`config.mk`:
```
export PLATFORM = sky130hd
export DESIGN_NAME = ctrlw_rx
export DESIGN_NICKNAME = d
export VERILOG_FILES = /design/src/rtl/ctrlw_pkg.sv /design/src/rtl/ctrlw_rst_sync.sv /design/src/rtl/ctrlw_sync.sv /design/src/rtl/ctrlw_fsm.sv /design/src/rtl/ctrlw_rx.sv
export SDC_FILE = /design/constraint.sdc
export NUM_CORES = 1
export LEC_CHECK = 0
export CAP_MARGIN = 20
export CORE_MARGIN = 5
export CORE_UTILIZATION = 25
export CTS_CLUSTER_DIAMETER = 80
export DETAILED_ROUTE_END_ITERATION = 10
export GPL_TIMING_DRIVEN = 0
export SKIP_LAST_GASP = 1
export SLEW_MARGIN = 20
export SYNTH_ARGS = -nofsm -noshare
export SYNTH_HDL_FRONTEND = slang
export SYNTH_HIERARCHICAL = 1
export SYNTH_SLANG_ARGS = --single-unit
```
`constraint.sdc`:
```
create_clock -name clk -period 2 [get_ports clk]
set_input_delay 0.3 -clock clk [delete_from_list [all_inputs] [get_ports clk]]
set_output_delay 0.3 -clock clk [all_outputs]
set_load 0.005 [all_outputs]
```
`src/rtl/ctrlw_pkg.sv`:
```
package ctrlw_pkg;
  typedef enum logic [1:0] {
    RX_HUNT = 2'd0,
    RX_DATA = 2'd1,
    RX_STOP = 2'd2
  } rx_state_e;
endpackage

```
`src/rtl/ctrlw_rst_sync.sv`:
```
module ctrlw_rst_sync #(
  parameter int STAGES = 2
) (
  input  logic clk,
  input  logic rst_n,
  output logic rst_n_o
);
  localparam int LAST = STAGES - 1;

  logic [LAST:0] chain_q;

  always_ff @(posedge clk or negedge rst_n) begin
    if (!rst_n) chain_q <= '0;
    else        chain_q <= {chain_q[LAST-1:0], 1'b1};
  end

  assign rst_n_o = chain_q[LAST];
endmodule

```
`src/rtl/ctrlw_sync.sv`:
```
module ctrlw_sync #(
  parameter int   STAGES  = 2,
  parameter logic RST_VAL = 1'b1
) (
  input  logic clk,
  input  logic rst_n,
  input  logic d_i,
  output logic q_o
);
  localparam int LAST = STAGES - 1;

  logic [LAST:0] stg_q;

  for (genvar i = 0; i < STAGES; i++) begin : g_stage
    if (i == 0) begin : g_first
      always_ff @(posedge clk or negedge rst_n) begin
        if (!rst_n) stg_q[i] <= RST_VAL;
        else        stg_q[i] <= d_i;
      end
    end else begin : g_next
      always_ff @(posedge clk or negedge rst_n) begin
        if (!rst_n) stg_q[i] <= RST_VAL;
        else        stg_q[i] <= stg_q[i-1];
      end
    end
  end

  assign q_o = stg_q[LAST];
endmodule

```
`src/rtl/ctrlw_fsm.sv`:
```
module ctrlw_fsm
  import ctrlw_pkg::*;
#(
  parameter int WORD_W = 16,
  parameter int NSTOP  = 16
) (
  input  logic                         clk,
  input  logic                         rst_n,
  input  logic                         fall_i,
  input  logic                         bit_i,
  output logic [WORD_W-1:0]            word_o,
  output logic                         vld_o,
  output rx_state_e                    state_o,
  output logic [$clog2(NSTOP+1)-1:0]   stop_cnt_o
);
  localparam int BCW = $clog2(WORD_W);
  localparam int SCW = $clog2(NSTOP + 1);
  localparam logic [BCW-1:0] BIT_LAST  = BCW'(WORD_W - 1);
  localparam logic [SCW-1:0] STOP_LAST = SCW'(NSTOP - 1);
  localparam logic [SCW-1:0] STOP_MAX  = SCW'(NSTOP);

  rx_state_e         state_q, state_d;
  logic [BCW-1:0]    bcnt_q, bcnt_d;
  logic [SCW-1:0]    scnt_q, scnt_d;
  logic [WORD_W-1:0] shreg_q, shreg_d;
  logic [WORD_W-1:0] word_q, word_d;
  logic              vld_q, vld_d;

  always_comb begin
    state_d = state_q;
    bcnt_d  = bcnt_q;
    scnt_d  = scnt_q;
    shreg_d = shreg_q;
    word_d  = word_q;
    vld_d   = 1'b0;
    if (fall_i) begin
      unique case (state_q)
        RX_HUNT: begin
          if (!bit_i) begin
            state_d = RX_DATA;
            bcnt_d  = '0;
          end
        end
        RX_DATA: begin
          shreg_d = {shreg_q[WORD_W-2:0], bit_i};
          if (bcnt_q == BIT_LAST) begin
            state_d = RX_STOP;
            scnt_d  = '0;
          end else begin
            bcnt_d = bcnt_q + 1'b1;
          end
        end
        RX_STOP: begin
          if (!bit_i) begin
            state_d = RX_DATA;
            bcnt_d  = '0;
            scnt_d  = '0;
          end else if (scnt_q == STOP_LAST) begin
            state_d = RX_HUNT;
            word_d  = shreg_q;
            vld_d   = 1'b1;
            scnt_d  = '0;
          end else if (scnt_q < STOP_MAX) begin
            scnt_d = scnt_q + 1'b1;
          end
        end
        default: state_d = RX_HUNT;
      endcase
    end
  end

  always_ff @(posedge clk or negedge rst_n) begin
    if (!rst_n) begin
      state_q <= RX_HUNT;
      bcnt_q  <= '0;
      scnt_q  <= '0;
      shreg_q <= '0;
      word_q  <= '0;
      vld_q   <= 1'b0;
    end else begin
      state_q <= state_d;
      bcnt_q  <= bcnt_d;
      scnt_q  <= scnt_d;
      shreg_q <= shreg_d;
      word_q  <= word_d;
      vld_q   <= vld_d;
    end
  end

  assign word_o     = word_q;
  assign vld_o      = vld_q;
  assign state_o    = state_q;
  assign stop_cnt_o = scnt_q;
endmodule

```
`src/rtl/ctrlw_rx.sv`:
```
module ctrlw_rx
  import ctrlw_pkg::*;
#(
  parameter int WORD_W      = 16,
  parameter int NSTOP       = 16,
  parameter int SYNC_STAGES = 2
) (
  input  logic              clk,
  input  logic              rst_n,
  input  logic              wclk_i,
  input  logic              sdata_i,
  output logic [WORD_W-1:0] word_o,
  output logic              word_vld_o
);
  localparam int SCW = $clog2(NSTOP + 1);

  logic           rst_n_int;
  logic           wclk_s, data_s;
  logic           wclk_prev_q;
  logic           fall_evt;
  rx_state_e      state_w;
  logic [SCW-1:0] stop_cnt_w;

  ctrlw_rst_sync #(.STAGES(2)) u_rst (
    .clk     (clk),
    .rst_n   (rst_n),
    .rst_n_o (rst_n_int)
  );

  ctrlw_sync #(.STAGES(SYNC_STAGES), .RST_VAL(1'b1)) u_sync_wclk (
    .clk   (clk),
    .rst_n (rst_n_int),
    .d_i   (wclk_i),
    .q_o   (wclk_s)
  );

  ctrlw_sync #(.STAGES(SYNC_STAGES), .RST_VAL(1'b1)) u_sync_data (
    .clk   (clk),
    .rst_n (rst_n_int),
    .d_i   (sdata_i),
    .q_o   (data_s)
  );

  always_ff @(posedge clk or negedge rst_n_int) begin
    if (!rst_n_int) wclk_prev_q <= 1'b1;
    else            wclk_prev_q <= wclk_s;
  end

  assign fall_evt = wclk_prev_q & ~wclk_s;

  ctrlw_fsm #(.WORD_W(WORD_W), .NSTOP(NSTOP)) u_fsm (
    .clk        (clk),
    .rst_n      (rst_n_int),
    .fall_i     (fall_evt),
    .bit_i      (data_s),
    .word_o     (word_o),
    .vld_o      (word_vld_o),
    .state_o    (state_w),
    .stop_cnt_o (stop_cnt_w)
  );
endmodule

```
==> run_results.csv, run 1 <==
group,metric,value,unit
status,status,"completed",
clocking,clk_latency,0.30,ns
setup_path,critPathSlowestCell,"dfrtp_1",
timing,setup_viol,0,
grt,grt_usage,0.0689,
power_and_ir_drop,p_per_area,889,mW/mm2
logic_synthesis,synth_edf_count,0,
clocking,post_cts_buffers,0,
setup_path,crit_fanout,10,
timing,period_share,0.937,
logic_synthesis,synth_cells,150,
logic_synthesis,ys_seq_elements,51,
place,dp_cells,279,
grt,antenna_found_initial,0,
logic_synthesis,yosysUniqueCellTypes,34,
layout,synthToLayoutAreaGrowth,20.2,%
layout,mostFrequentLayoutCells,"45 x dfrtp_1, 24 x mux2_2, 20 x clkdlybuf4s50_1",
timing,fmax,534,MHz
setup_path,path_cells,"inv_1 > ha_1 > and2_4 > nand2_2 > nor2_8 > buf_12 > mux2_4",
setup_path,max_stage_delay,0.45,ns
layout,drive_gt1_frac,0.341,
route,wl,3.40,mm
route,drt_iter0_drc,23,
clocking,clk_path_buf_depth,2,
timing,min_period,1.87,ns
clocking,postCtsHoldBufs,0,
setup_path,start_kind,"register",
grt,first_global_vias,1312,
timing,rsz0062_at_grt,"no",
floorplan,die_w,104,um
floorplan,rows,34,
clocking,cts_buffers,5,
place,hpwl,2.44,mm
route,ant_nets,0,
logic_synthesis,synthFlopType,"dfrtp_1",
clocking,clk_pin_slew_worst_paths,0.08,ns
timing,finalSetupTns,0,ns
floorplan,start_util,0.254,
clocking,clockRootBuffer,"clkbuf_8",
layout,final_common_cell,"dfrtp_1",
logic_synthesis,synth.yosys.seq_area_share,0.586,
grt,grt_max_degree,31,
logic_synthesis,synth_top_cell_area_share,0.526,
route,vias_per_cell,4.22,
floorplan,core,0.00864,mm2
layout,final_cells,287,
timing,maxSlewViolCount,0,
grt,grt-ovfl-total,0,
timing,final_hold_viol_count,0,
floorplan,dieArea,0.0107,mm2
place,gp_congestion,0.781,
place,port_buffers,20,
power_and_ir_drop,p_leak,1.25,nW
clocking,cts-resized-gates,0,
logic_synthesis,yosysWarnings,6,
route,first_pass_iters,4,
setup_path,crit_arrival,2.06,ns
setup_path,cp-end-kind,"register",
logic_synthesis,postSynthAreaPerCell,14.6,um2
hold_path,hold_class,"primary input to async pin",
clocking,cts_sinks,51,
run,drv_cap,0,
layout,nets,189,
logic_synthesis,async_flop_share,1.00,
route,avgRoutedWirePerCell,11.8,um
logic_synthesis,synth_top_cells_by_area,"dfrtp_1 53%, mux2_2 12%, mux2_4 7.5%, dfstp_2 6.0%, ha_1 4.0%",
power_and_ir_drop,vdd_drop_max,473,uV
setup_path,crit_type,"register to register",
timing,clock_skew,0.00827,ns
logic_synthesis,synth_area,0.00219,mm2
floorplan,ioPinCount,21,
floorplan,die_y,104,um
setup_path,required,2.18,ns
clocking,h-tree-depth,2,
layout,diodes,0,
logic_synthesis,synth_top_area_cell,"dfrtp_1",
layout,final_core_util,0.305,
clocking,tritoncts,"built",
logic_synthesis,syn_nets,161,
route,via_count,1212,
grt,grt_pass1_wl,6.12,mm
route,drc_errors,0,
==> logic make-up (layout without fill, tap and decap cells) <==
kind of cell	count (synthesis)	count (layout)	synth area share
compound gates	18	18	0.0577
fa+ha+maj	7	7	0.0400
buf+inv	7	36	0.0200
flops	51	51	0.586
mux	35	35	0.199
other cells	1	1	0.00171
simple gates	31	31	0.0960
==> stage by stage <==
step / power (mW) / hold slack (ns) / instance area, um2 / worst slack (ns)
final: 2.34 / 0.157 / 2630 / 0.126
after global routing: 2.50 / 0.140 / 2630 / 0.0179
after CTS: 2.37 / 0.146 / 2630 / 0.113
after detailed placement: 1.79 / 0.241 / 2550 / 0.132
after global placement: 1.77 / 0.336 / 2520 / -0.100
after floorplan: 1.67 / 0.00441 / 2190 / 0.334
==> power breakdown <==
part | internal [mW] | total (mW) | switching, mW
logic | 0.253 | 0.479 | 0.226
registers | 1.17 | 1.29 | 0.127
clock network | 0.245 | 0.568 | 0.323
total | 1.66 | 2.34 | 0.675
==> sequential cells by signal (all words and copies together) (netlist names) <==
name / cells
u_fsm/shreg_q: 16
u_fsm/word_o: 16
u_fsm/stop_cnt_o: 5
u_fsm/bcnt_q: 4
u_fsm/state_o: 2
u_rst/chain_q: 2
u_fsm/vld_o: 1
u_sync_data/q_o: 1
u_sync_data/stg_q: 1
u_sync_wclk/q_o: 1
u_sync_wclk/stg_q: 1
wclk_prev_q: 1
==> worst paths after layout <==
kind                                  start               end  slack (ns)  cells past startpoint
setup / recovery           u_fsm/state_o[0]  u_fsm/word_o[13]        0.13                      7
hold / removal                        rst_n  u_rst/chain_q[0]        0.16                      1
setup reg to reg           u_fsm/state_o[0]  u_fsm/word_o[13]        0.13                      7
hold reg to reg            u_rst/chain_q[1]   u_fsm/word_o[3]        0.22                      0
max in group asynchronous  u_rst/chain_q[1]   u_sync_wclk/q_o        1.20                      1
min in group clk           u_rst/chain_q[0]  u_rst/chain_q[1]        0.36                      0
==> worst max-delay path, delay by kind of cell, from the launching register on <==
kind,cells,cell delay (ns)
flip-flops,1,0.45
adder cells (fa/ha/maj),1,0.24
multiplexers,1,0.30
AND/OR/NAND/NOR,3,0.46
buffers and inverters,2,0.32
==> synthesized netlist by cell type (2+ instances only) <==
library cell / n
nand3_1: 3
nor2_1: 5
o2bb2ai_1: 2
mux2_2: 24
mux2_4: 11
a21oi_1: 5
a32o_1: 2
nand2_1: 6
ha_1: 7
nand2_2: 2
inv_1: 5
nor2b_1: 4
a22o_1: 2
dfrtp_1: 46
dfstp_2: 5
o21ai_0: 3
==> layout make-up <==
cell class                 instances  area (um2)
fill                             876        6000
sequential                        51        1280
multi-input combinational         92         863
timing repair buffer              21         220
tap                              108         135
clock buffer                       6        72.6
buffer                             2        25.0
inverter                           5        18.8
clock inverter                     2        12.5
==> routing by layer <==
metal | wire length, um | global-route usage | share of wire | up-vias
li1 | - | - | - | 583
met1 | 1640 | 0.0889 | 0.48 | 607
met2 | 1530 | 0.102 | 0.45 | 17
met3 | 151 | 0.0211 | 0.044 | 5
met4 | 75 | 0.0394 | 0.022 | 0
met5 | 0 | 0 | 0 | -
(Power assumes the default switching activity.)
==> inputs of run 2 (changes only) <==
--- a/config.mk
+++ b/config.mk
@@ -15,5 +15,4 @@
 export SLEW_MARGIN = 20
 export SYNTH_ARGS = -nofsm -noshare
 export SYNTH_HDL_FRONTEND = slang
-export SYNTH_HIERARCHICAL = 1
 export SYNTH_SLANG_ARGS = --single-unit
==> run 2 against run 1 <==
Against the previous run: clock power increased by 21%; die area is 1.5% lower; critical path depth decreased by 1; first-iteration DRC count grew 100%; sequential power rose by 3%; setup slack improved by 0.15 ns; flip-flop and latch count did not move; count of clock-buffer cells in the layout is 1 higher; non-clock buffer count is 4 higher; clock skew fell by 0.0010 ns; synthesized cell count stayed put; largest power group unchanged.
==> run_results.csv, run 2 <==
group,metric,value,unit
status,status,"completed",
clocking,cts_buffers,5,
floorplan,die_w,103,um
floorplan,rows,33,
logic_synthesis,synth_area,0.00215,mm2
clocking,tritoncts,"built",
logic_synthesis,async_flop_share,1.00,
route,drc_errors,0,
timing,holdWs,0.157,ns
place,hpwl,2.52,mm
floorplan,core,0.00830,mm2
grt,grt-ovfl-total,0,
timing,maxSlewViolCount,0,
clocking,h-tree-depth,2,
timing,clock_skew,0.00727,ns
logic_synthesis,synth_edf_count,0,
place,port_buffers,20,
route,avgRoutedWirePerCell,12.3,um
layout,synthToLayoutAreaGrowth,21.3,%
clocking,clockRootBuffer,"clkbuf_8",
layout,final_core_util,0.315,
floorplan,die_y,103,um
setup_path,crit_type,"register to register",
timing,period_share,0.862,
power_and_ir_drop,p_per_area,912,mW/mm2
setup_path,timing.critical_path.from,"u_fsm.stop_cnt_o[0]",
logic_synthesis,synth_top_area_cell,"dfrtp_1",
clocking,cts_sinks,51,
route,drt_iter0_drc,47,
layout,mostFrequentLayoutCells,"45 x dfrtp_1, 20 x mux2_2, 20 x clkdlybuf4s50_1",
setup_path,timing.rr.end,"u_fsm.word_o[7]",
layout,drive_gt1_frac,0.307,
clocking,clk_path_buf_depth,2,
logic_synthesis,syn_nets,156,
power_and_ir_drop,p_leak,1.18,nW
logic_synthesis,postSynthAreaPerCell,14.4,um2
route,via_count,1254,
timing,fmax,580,MHz
setup_path,crit_fanout,10,
clocking,clk_latency,0.30,ns
route,wl,3.50,mm
timing,min_period,1.72,ns
logic_synthesis,synth_top_cell_area_share,0.535,
grt,grt_max_degree,34,
setup_path,reg2regPathDepth,6,
logic_synthesis,synth_cells,150,
grt,grt_usage,0.0697,
route,ant_nets,0,
layout,diodes,0,
grt,grt_pass1_wl,5.74,mm
route,first_pass_iters,4,
power_and_ir_drop,vdd_drop_max,389,uV
floorplan,dieArea,0.0106,mm2
timing,setup_viol,0,
floorplan,start_util,0.259,
logic_synthesis,synth.yosys.seq_area_share,0.596,
hold_path,hold_class,"primary input to async pin",
logic_synthesis,synthFlopType,"dfrtp_1",
clocking,cts-resized-gates,0,
logic_synthesis,synth_top_cells_by_area,"dfrtp_1 53%, mux2_2 10%, mux2_4 6.3%, dfstp_2 6.1%, mux2_1 2.1%",
clocking,clk_pin_slew_worst_paths,0.08,ns
logic_synthesis,yosysWarnings,0,
grt,antenna_found_initial,0,
layout,nets,184,
logic_synthesis,yosysUniqueCellTypes,41,
setup_path,r2r_slack,0.28,ns
clocking,postCtsHoldBufs,0,
run,drv_cap,0,
logic_synthesis,yosysMostFrequentCell,"dfrtp_1",
setup_path,start_kind,"register",
setup_path,cp-end-kind,"register",
setup_path,crit_end,"u_fsm.word_o[7]",
floorplan,ioPinCount,21,
timing,final_hold_viol_count,0,
route,vias_per_cell,4.42,
setup_path,required,2.18,ns
timing,rsz0062_at_grt,"no",
place,gp_congestion,0.765,
clocking,post_cts_buffers,0,
logic_synthesis,ys_top_cells_by_count,"46 x dfrtp_1, 20 x mux2_2, 9 x mux2_4, 6 x a21oi_1, 6 x nand3_1",
setup_path,rr_startpoint,"u_fsm.stop_cnt_o[0]",
grt,first_global_vias,1228,
logic_synthesis,ys_seq_elements,51,
layout,final_common_cell,"dfrtp_1",
setup_path,crit_arrival,1.91,ns
[run 2: per-stage QoR]
step | std cells | total power, mW | worst slack (ns) | instance area, um2 | setup TNS, ns
final | 284 | 2.38 | 0.276 | 2610 | 0
after global routing | 284 | 2.53 | 0.202 | 2610 | 0
after CTS | 284 | 2.42 | 0.259 | 2610 | 0
after detailed placement | 276 | 1.72 | 0.265 | 2510 | 0
after global placement | 275 | 1.71 | -0.0943 | 2480 | -4.06
after floorplan | 150 | 1.62 | 0.407 | 2150 | 0
[run 2: cell families after synthesis]
kind of cell / synth area share
AOI/OAI and AO/OA: 0.0587
adders and majority gates: 0.0116
buffers and inverters: 0.0314
DFF: 0.596
muxes: 0.193
other: 0.00174
and+or+nand+nor: 0.108
[run 2: metal layers]
metal | up-vias | track usage | routed length [um]
met5 | - | 0 | 0
met4 | 0 | 0.0249 | 46
met3 | 6 | 0.0257 | 142
met2 | 20 | 0.106 | 1630
met1 | 632 | 0.0917 | 1680
li1 | 596 | - | -
[run 2: critical path, stage by stage (launching register included)]
cell,delay (ns)
dfrtp_1,0.40
ha_1,0.20
and4b_4,0.27
and2_4,0.15
buf_6,0.14
buf_12,0.15
mux2_4,0.30
[run 2: area by class of cell]
| type | count | area (um2) |
|---|---|---|
| Multi-Input combinational cell | 92 | 803 |
| Inverter | 1 | 3.75 |
| Clock inverter | 1 | 30.0 |
| Timing Repair Buffer | 21 | 220 |
| Tap cell | 105 | 131 |
| Clock buffer | 7 | 76.3 |
| Sequential cell | 51 | 1280 |
| Buffer | 6 | 63.8 |
| Fill cell | 822 | 5690 |
[run 2: worst min-delay path by stage]
stage                          start               end  slack, ns  cells after the start
finish                         rst_n  u_rst.chain_q[1]       0.16                      1
global route                   rst_n  u_rst.chain_q[0]       0.13                      1
CTS                            rst_n  u_rst.chain_q[0]       0.15                      1
detailed placement  u_rst.chain_q[1]   u_fsm.bcnt_q[2]       0.20                      0
global placement    u_rst.chain_q[0]  u_rst.chain_q[1]       0.34                      0
floorplan                      rst_n  u_rst.chain_q[0]      0.004                      0
[run 2: where the power goes]
part	switching (mW)	total (mW)	internal [mW]	leakage, nW
Clock	0.315	0.690	0.375	0.0524
Combinational	0.162	0.368	0.205	0.469
Sequential	0.128	1.33	1.20	0.661
==> inputs of run 3 (changes only) <==
--- a/config.mk
+++ b/config.mk
@@ -6,6 +6,7 @@
 export NUM_CORES = 1
 export LEC_CHECK = 0
 export CAP_MARGIN = 20
+export CORE_ASPECT_RATIO = 0.75
 export CORE_MARGIN = 5
 export CORE_UTILIZATION = 25
 export CTS_CLUSTER_DIAMETER = 80
@@ -15,4 +16,5 @@
 export SLEW_MARGIN = 20
 export SYNTH_ARGS = -nofsm -noshare
 export SYNTH_HDL_FRONTEND = slang
+export SYNTH_HIERARCHICAL = 1
 export SYNTH_SLANG_ARGS = --single-unit
==> run 3 against run 2 <==
Against the previous run: highest routed layer unchanged; register-to-register slack worse by 0.16 ns; critical path depth up 1; global-route usage up 0.30 points; largest power group unchanged.
==> run_results.csv, run 3 (synthesis results as in run 1) <==
group,metric,value,unit
status,status,"completed",
setup_path,timing.rr.end,"u_fsm/word_o[13]",
clocking,postCtsHoldBufs,0,
setup_path,cp-end-kind,"register",
route,drt_iter0_drc,56,
floorplan,start_util,0.258,
route,first_pass_iters,4,
timing,holdWs,0.173,ns
clocking,clk_pin_slew_worst_paths,0.06,ns
power_and_ir_drop,p_leak,1.30,nW
floorplan,rows,29,
setup_path,r2r_slack,0.12,ns
timing,maxSlewViolCount,0,
setup_path,crit_arrival,2.05,ns
timing,clock_skew,0.00294,ns
clocking,clockRootBuffer,"clkbuf_16",
power_and_ir_drop,p_per_area,1010,mW/mm2
layout,final_cell_area,0.00272,mm2
layout,multi_input_area,863,um2
layout,n_fill_cell,862,
route,avgRoutedWirePerCell,12.7,um
clocking,clk_path_buf_depth,2,
grt,grt_pass1_wl,6.54,mm
grt,grt_usage,0.0728,
place,placed_cell_area,0.00255,mm2
timing,rsz0062_at_grt,"no",
grt,first_global_vias,1263,
timing,setup_viol,0,
power_and_ir_drop,vdd_drop_max,405,uV
timing,final_hold_viol_count,0,
setup_path,rr_startpoint,"u_fsm/state_o[0]",
layout,regArea,0.00128,mm2
route,vias_per_cell,4.20,
clocking,post_cts_buffers,0,
route,via_count,1205,
setup_path,crit_fanout,10,
timing,fmax,531,MHz
clocking,tritoncts,"built",
clocking,cts_sinks,51,
layout,diodes,0,
layout,synthToLayoutAreaGrowth,24.2,%
floorplan,ioPinCount,21,
power_and_ir_drop,power.total,2.76,mW
layout,mostFrequentLayoutCells,"45 x dfrtp_1, 24 x mux2_2, 20 x clkdlybuf4s50_1",
timing,setup_ws,0.117,ns
place,hpwl,2.60,mm
route,wl,3.64,mm
clocking,cts-resized-gates,0,
floorplan,core,0.00849,mm2
run,drv_cap,0,
timing,period_share,0.941,
setup_path,required,2.16,ns
grt,antenna_found_initial,0,
setup_path,start_kind,"register",
timing,tightest_slew,0.576,ns
place,port_buffers,20,
grt,grt_max_degree,26,
clocking,clk_latency,0.28,ns
setup_path,crit_type,"register to register",
route,ant_nets,0,
layout,drive_gt1_frac,0.346,
place,pre_cts_slack,0.129,ns
grt,grt-ovfl-total,0,
clocking,cts_buffers,5,
setup_path,timing.critical_path.from,"u_fsm/state_o[0]",
hold_path,hold_class,"primary input to async pin",
layout,nets,189,
floorplan,die_y,91.1,um
route,drc_errors,0,
timing,min_period,1.88,ns
place,gp_congestion,0.680,
floorplan,dieArea,0.0107,mm2
clocking,h-tree-depth,2,
layout,final_common_cell,"dfrtp_1",
setup_path,reg2regPathDepth,7,
floorplan,die_w,118,um
timing,relSlewSlack,0.616,
==> run 3: worst max path at each step <==
stage | end | slack [ns] | depth (start not counted)
finish | u_fsm/word_o[13] | 0.12 | 7
floorplan | u_fsm/word_o[10] | 0.33 | 7
global route | u_fsm/word_o[13] | 0.009 | 7
CTS | u_fsm/word_o[13] | 0.11 | 7
global placement | u_fsm/word_o[13] | -0.08 | 0
detailed placement | u_fsm/word_o[13] | 0.13 | 7
==> run 3: metal layers <==
layer | wire [um] | GRT usage | up-vias
li1 | - | - | 580
met1 | 1900 | 0.109 | 595
met2 | 1550 | 0.102 | 27
met3 | 167 | 0.0255 | 3
met4 | 15 | 0.0115 | 0
met5 | 0 | 0 | -
==> run 3: power breakdown <==
group | internal (mW) | switching, mW | total, mW
logic | 0.255 | 0.236 | 0.491
registers | 1.17 | 0.132 | 1.30
clock network | 0.622 | 0.345 | 0.967
total | 2.04 | 0.713 | 2.76
==> run 3: cell type report <==
type,count,area share
clock inverter,2,0.0129
timing repair buffer,21,0.0810
multi-input combinational,92,0.317
clock buffer,6,0.0511
sequential,51,0.472
tap,108,0.0497
buffer,2,0.00920
inverter,5,0.00690
==> run 3: through the flow <==
stage | std cells | TNS (ns) | util
2_1_floorplan | 150 | 0 | -
3_3_place_gp | 278 | -3.60 | 0.297
3_5_place_dp | 279 | 0 | 0.300
4_1_cts | 287 | 0 | 0.320
5_1_grt | 287 | 0 | 0.320
6_report | 287 | 0 | 0.320
==> run 3: critical path: stages (launching register included) <==
cell and delay (ns):
dfrtp_1 0.45, inv_1 0.14, ha_1 0.22, and2_4 0.19, nand2_2 0.09, nor2_8 0.19
buf_12 0.17, mux2_4 0.30
